===== src/rtl/emb_pkg.sv =====
package emb_pkg;
  localparam int MASK_W = 64;
  localparam int ID_W   = 6;

  typedef enum logic [1:0] {
    ST_IDLE = 2'd0,
    ST_SCAN = 2'd1,
    ST_DONE = 2'd2
  } emb_state_e;
endpackage


===== src/rtl/emb_wait_gen.sv =====
module emb_wait_gen #(
  parameter int NB     = 16,
  parameter int QDEPTH = 4,
  parameter int ID_W   = 6
) (
  input  logic [NB-1:0]          direct_wait,
  input  logic [QDEPTH*ID_W-1:0] q_id,
  input  logic [QDEPTH-1:0]      q_vld,
  output logic [NB-1:0]          waiting
);
  // Each bank is pending when flagged directly or targeted by a live entry.
  // Ids at or above NB match no bank and therefore drop out.
  always_comb begin
    waiting = direct_wait;
    for (int b = 0; b < NB; b++) begin
      for (int e = 0; e < QDEPTH; e++) begin
        if (q_vld[e] && (q_id[e*ID_W +: ID_W] == ID_W'(b))) begin
          waiting[b] = 1'b1;
        end
      end
    end
  end
endmodule


===== src/rtl/emb_scan.sv =====
module emb_scan #(
  parameter int NB     = 16,
  parameter int TIME_W = 16
) (
  input  logic                 clk,
  input  logic                 rst_n,
  input  logic                 start,
  input  logic [NB*TIME_W-1:0] free_flat,
  input  logic [NB-1:0]        wait_vec,
  output logic                 done,
  output logic [NB-1:0]        mask_nx
);
  localparam int IDXW = (NB > 1) ? $clog2(NB) : 1;

  logic                 scanning;
  logic [IDXW-1:0]      idx;
  logic [NB*TIME_W-1:0] free_q;
  logic [NB-1:0]        wait_q;
  logic [TIME_W-1:0]    min_q, min_nx;
  logic [NB-1:0]        mask_q;
  logic [TIME_W-1:0]    cur_t;
  logic                 cur_w;

  assign cur_t = free_q[int'(idx)*TIME_W +: TIME_W];
  assign cur_w = wait_q[idx];
  assign done  = scanning && (idx == IDXW'(NB-1));

  // One bank per cycle: a strictly earlier time restarts the set,
  // an equal time joins it.
  always_comb begin
    min_nx  = min_q;
    mask_nx = mask_q;
    if (cur_w) begin
      if (cur_t < min_q) begin
        mask_nx      = '0;
        mask_nx[idx] = 1'b1;
        min_nx       = cur_t;
      end else if (cur_t == min_q) begin
        mask_nx[idx] = 1'b1;
      end
    end
  end

  always_ff @(posedge clk) begin
    if (!rst_n) begin
      scanning <= 1'b0;
      idx      <= '0;
      free_q   <= '0;
      wait_q   <= '0;
      min_q    <= '1;
      mask_q   <= '0;
    end else if (start && !scanning) begin
      scanning <= 1'b1;
      idx      <= '0;
      free_q   <= free_flat;
      wait_q   <= wait_vec;
      min_q    <= '1;
      mask_q   <= '0;
    end else if (scanning) begin
      min_q  <= min_nx;
      mask_q <= mask_nx;
      if (done) begin
        scanning <= 1'b0;
        idx      <= '0;
      end else begin
        idx <= idx + 1'b1;
      end
    end
  end

  AST_MASK_ONLY_WAITING: assert property (@(posedge clk) disable iff (!rst_n)
    scanning |-> ((mask_q & ~wait_q) == '0));

  AST_MIN_NONINCREASING: assert property (@(posedge clk) disable iff (!rst_n)
    (scanning && $past(scanning)) |-> (min_q <= $past(min_q)));

  AST_STRICT_RESTART: assert property (@(posedge clk) disable iff (!rst_n)
    (scanning && cur_w && (cur_t < min_q)) |=> ($countones(mask_q) == 1));

  AST_EMPTY_ZERO: assert property (@(posedge clk) disable iff (!rst_n)
    (done && (wait_q == '0)) |=> (mask_q == '0));
endmodule


===== src/rtl/emb_top.sv =====
module emb_top #(
  parameter int NUM_RANKS      = 2,
  parameter int BANKS_PER_RANK = 8,
  parameter int TIME_W         = 16,
  parameter int QDEPTH         = 4
) (
  input  logic                                         clk,
  input  logic                                         rst_n,
  input  logic                                         in_valid,
  output logic                                         in_ready,
  input  logic [NUM_RANKS*BANKS_PER_RANK*TIME_W-1:0]   free_at_i,
  input  logic [NUM_RANKS*BANKS_PER_RANK-1:0]          wait_i,
  input  logic [QDEPTH*emb_pkg::ID_W-1:0]              q_bank_i,
  input  logic [QDEPTH-1:0]                            q_vld_i,
  output logic                                         out_valid,
  input  logic                                         out_ready,
  output logic [emb_pkg::MASK_W-1:0]                   mask_o
);
  import emb_pkg::*;

  localparam int NB = NUM_RANKS * BANKS_PER_RANK;

  emb_state_e       st;
  logic [NB-1:0]    waiting;
  logic [NB-1:0]    core_mask;
  logic             core_done;
  logic [NB-1:0]    mask_q;
  logic             accept;

  assign in_ready  = (st == ST_IDLE);
  assign out_valid = (st == ST_DONE);
  assign accept    = in_valid && in_ready;
  assign mask_o    = MASK_W'(mask_q);

  emb_wait_gen #(.NB(NB), .QDEPTH(QDEPTH), .ID_W(ID_W)) i_wait_gen (
    .direct_wait (wait_i),
    .q_id        (q_bank_i),
    .q_vld       (q_vld_i),
    .waiting     (waiting)
  );

  emb_scan #(.NB(NB), .TIME_W(TIME_W)) i_scan (
    .clk       (clk),
    .rst_n     (rst_n),
    .start     (accept),
    .free_flat (free_at_i),
    .wait_vec  (waiting),
    .done      (core_done),
    .mask_nx   (core_mask)
  );

  always_ff @(posedge clk) begin
    if (!rst_n) begin
      st     <= ST_IDLE;
      mask_q <= '0;
    end else begin
      unique case (st)
        ST_IDLE: if (accept) st <= ST_SCAN;
        ST_SCAN: if (core_done) begin
          st     <= ST_DONE;
          mask_q <= core_mask;
        end
        ST_DONE: if (out_ready) st <= ST_IDLE;
        default: st <= ST_IDLE;
      endcase
    end
  end

  AST_UPPER_ZERO: assert property (@(posedge clk) disable iff (!rst_n)
    ((mask_o >> NB) == '0));

  AST_HOLD_RESULT: assert property (@(posedge clk) disable iff (!rst_n)
    (out_valid && !out_ready) |=> (out_valid && $stable(mask_o)));

  AST_BUSY_NOT_READY: assert property (@(posedge clk) disable iff (!rst_n)
    $past(accept) |-> !in_ready);

  AST_RETURN_IDLE: assert property (@(posedge clk) disable iff (!rst_n)
    (out_valid && out_ready) |=> (in_ready && !out_valid));
endmodule


===== config.mk =====
export PLATFORM = sky130hd
export DESIGN_NAME = emb_top
export DESIGN_NICKNAME = d
export VERILOG_FILES = /design/src/rtl/emb_pkg.sv /design/src/rtl/emb_wait_gen.sv /design/src/rtl/emb_scan.sv /design/src/rtl/emb_top.sv
export SDC_FILE = /design/constraint.sdc
export NUM_CORES = 1
export LEC_CHECK = 0
export CAP_MARGIN = 20
export CELL_PAD_IN_SITES_DETAIL_PLACEMENT = 0
export CELL_PAD_IN_SITES_GLOBAL_PLACEMENT = 1
export CORE_ASPECT_RATIO = 1.2
export CORE_UTILIZATION = 30
export CTS_CLUSTER_DIAMETER = 30
export DETAILED_ROUTE_END_ITERATION = 8
export PLACE_DENSITY = 0.71
export SLEW_MARGIN = 0
export SYNTH_ARGS = -nofsm -noshare
export SYNTH_HDL_FRONTEND = slang
export SYNTH_SLANG_ARGS = --single-unit

===== constraint.sdc =====
create_clock -name clk -period 7.3 [get_ports clk]
set_clock_uncertainty 0.15 [all_clocks]
set_input_delay 0.73 -clock clk [delete_from_list [all_inputs] [get_ports clk]]
set_output_delay 0.73 -clock clk [all_outputs]
set_load 0.02 [all_outputs]

==> results.md <==
* CP dominant cell by count: mux4_2
* CTS clk-pin slew, worst paths at roughly 0.040 ns
* Yosys cell types at 47
* Global route overflow at 0
* Number of synthesized register bits at around 330
* Post-synthesis mux area share at 12.6%
* CP max stage cell: mux4_2
* Final hold slack at about 0.29 ns
* DIE WIDTH at between 200 and 250 um
* Final worst setup slack at approximately 2.7 ns
* DIE AREA at 51,900 um^2
* Postcts setup bufs at 0
* Via count at approximately 13,000
* Number of synthesized flops with an enable pin at 0
* Worst skew pair latency at 0.58 ns
* Top delay family on crit path: simple AND/OR/NAND/NOR gates
* Ant. Diodes at 0
* Final HPWL DP at 44,400 um
* Worst slack at placement at ~1.8 ns
* Cells after synthesis at about 1,700
* Seq/Total Area, Yosys at roughly 43%
* DRC viols at 0
* Top cells by area, synth: dfxtp_1 43%, nand2_1 14%, a21boi_0 13%, mux4_2 12%, clkbuf_1 2.7%
* CP startpoint kind: flip-flop
* Syn Area/Cell at 8.97 um^2
* Gpl congestion at approximately 0.9
* Clk sinks at approximately 330
* Initial core utilization at between 30 and 40%
* Fmax at approximately 0.22 GHz
* Initial antenna violation count at 0
* Part of the cycle the worst path needs at a little over three fifths
* Max Cap Viol at 0
* Critical Path End Type: flip-flop
* Longest Clk Path Bufs at 3
* H-tree depth at 3
* Most used DFF post-synth: dfxtp_1
* RSZ-0062 raised after global routing: no
* Synth Area in Adders at between 1.5 and 2%
* Pwr/cell area at around 280 nW/um^2
* Ratio of cells with drive above 1 in the final layout at between 10% and 20%
* Buf+Inv Stages, Crit Path at 2
* Top cell type's share of synthesized area at roughly 43%
* WP data arrival at slightly below 5 ns
* Vias in the first global route at 13,400
* Post-synthesis simple-gate area fraction at between 15 and 20%
* Synthesized area at roughly 15,000 um^2
* XOR/XNOR Fraction of Synth Area at less than 1%
* Clock root buffer: clkbuf_16
* Total GRT Usage at between 20 and 25%
* Worst EP required at 7.61 ns
* Drt first pass iters at 5
* Hold crit path type: reg -> reg
* Peak VDD IR at about 200 uV
* Slowest cell delay on critical path at around 0.54 ns
* Worst path cell trace: buf_16, buf_4, mux4_2, mux4_2, ha_1, a21o_1, o21ai_0, nand3_1, or3_1, and2_1, a22o_1
* DRT antenna net count at 0
* # hold bufs at CTS at 0
* Num CTS Buffers at 75
* Final TNS setup at 0 ns
* Status: completed
* Routed vias/inst at approximately 5.0
* Row cnt at 90
* CTS tree: done
* Post-layout net count at between 2,000 and 2,500
* Main combinational cell family by area after synthesis: compound AO/OA/AOI/OAI gates
* Worst Tran Pin Value at 1.08 ns
* Worst-path maximum fanout at 46
* First-pass GRT wire length at around 86,000 um
* Final Hold Viols at 0
* Area delta synth->final at 40.4%
* DIE HEIGHT at around 250 um
* Resized cells post-CTS at 0
* Max-slew violation count at 0
* Async SR Flop Fraction at 0%
* Ports at 370
* Critical path type: reg -> reg
* Core Region at 50,300 um^2
* Fin crit period at approximately 4.6 ns
* Setup violators final at 0
* Largest net degree at the start of global routing at around 180
* Dominant cell type by area after synthesis: dfxtp_1
* PortBufs at 321
* Total Wirelength at about 59,000 um
* Drt wl/cell at roughly 22 um
* Initial drt markers at 942
* Compound-cell area share of the yosys netlist at between 10% and 20%
* Slew headroom at 27.8%
* Pleak at ~7.9 nW
* YS warnings at 0
[metrics by stage]
step	utilization [%]	power, mW	area [um^2]	std cells
floorplan	-	2.30	15500	1752
global placement	37.1	2.60	18700	2545
detailed placement	37.1	2.61	18700	2545
CTS	42.4	6.14	21400	2681
global route	42.7	6.31	21500	2686
finish	42.7	6.11	21500	2686
[cell type report]
class                      instances  area, um^2
multi-input combinational       1221        7950
clock inverter                    34         526
fill                            4897       28900
tap                              644         806
sequential                       327        6550
clock buffer                     102        2140
timing repair buffer             336        3420
inverter                          22        82.6
[path summary, 6_finish.rpt]
check / endpoint / startpoint / slack [ns] / cells after the start
worst max register to register: i_scan.mask_q[12]$_SDFFE_PP0P_ / i_scan.idx[0]$_SDFFE_PP0P_ / 2.74 / 11
worst max-delay path: i_scan.mask_q[12]$_SDFFE_PP0P_ / i_scan.idx[0]$_SDFFE_PP0P_ / 2.74 / 11
worst min-delay path: mask_q[8]$_SDFFE_PN0P_ / mask_q[8]$_SDFFE_PN0P_ / 0.29 / 2
worst min register to register: mask_q[8]$_SDFFE_PN0P_ / mask_q[8]$_SDFFE_PN0P_ / 0.29 / 2
[registers in the layout, indices dropped and copies added, names as in the netlist]
register,flops
i_scan.idx,4
i_scan.min_q,16
i_scan.mask_q,16
i_scan.wait_q,16
i_scan.free_q,256
i_scan.scanning,1
st,2
mask_q,16
[logic make-up (layout without fill, tap and decap cells)]
logic type	count (synthesis)	after routing
AO/OA/AOI/OAI	392	392
XOR/XNOR	1	1
adder cells (fa/ha/maj)	20	20
buffers and inverters	204	494
flip-flops	327	327
multiplexers	87	87
other	1	48
AND/OR/NAND/NOR	673	673
[cell usage in the layout, fill, tap and decap left out, types with 14 or more instances in the layout]
cell type	count
clkbuf_16	78
a31oi_1	30
conb_1	48
o21ai_0	22
nand3_1	20
dfxtp_1	325
nor2_1	23
nor3_1	22
mux4_2	84
clkbuf_1	14
ha_1	20
a21boi_0	256
inv_1	22
nand2_1	563
clkdlybuf4s50_1	320
[worst register-to-register path, delay by kind of cell, from the launching register on]
kind / cells / cell delay (ns)
buffers and inverters: 2 / 0.67
AND/OR/NAND/NOR: 3 / 1.10
AO/OA/AOI/OAI: 3 / 0.68
multiplexers: 2 / 1.05
flip-flops: 1 / 0.46
adder cells (fa/ha/maj): 1 / 0.33
[power by group]
part / internal, mW / switching, mW
Combinational: 0.300 / 0.302
Clock: 2.47 / 1.06
Sequential: 1.89 / 0.0984
[routing by layer]
layer  share of wire [%]  global-route usage [%]
met2                  53                    41.2
met5                   0                       0
met4                 3.9                    10.0
met1                  39                    24.9
met3                 4.7                    3.50
[Yosys cell counts (2+ instances only)]
cell type  number
buf_6           3
a311oi_1        2
a21boi_1       12
a32o_1          9
nand2_1       563
a22oi_1         9
inv_1          22
a22o_1          3
o21ai_0        22
buf_4          51
a21oi_1        13
o21a_1          2
a31oi_1        30
nor2b_1        11
or3_1           2
a21o_1          2
mux2i_1         2
ha_1           20
nand4b_1        2
buf_2           8
dfxtp_1       327
mux4_2         84
a32oi_1        10
nand3_1        21
buf_1           8
nand4_1         3
a211oi_1       13
nor3b_1         7
a21boi_0      256
o2bb2ai_1       4
clkbuf_1      112
and3_1          7
nor3_1         22
nor2_1         23
and2_1          8
No activity file was read; power rests on OpenSTA's default activity.
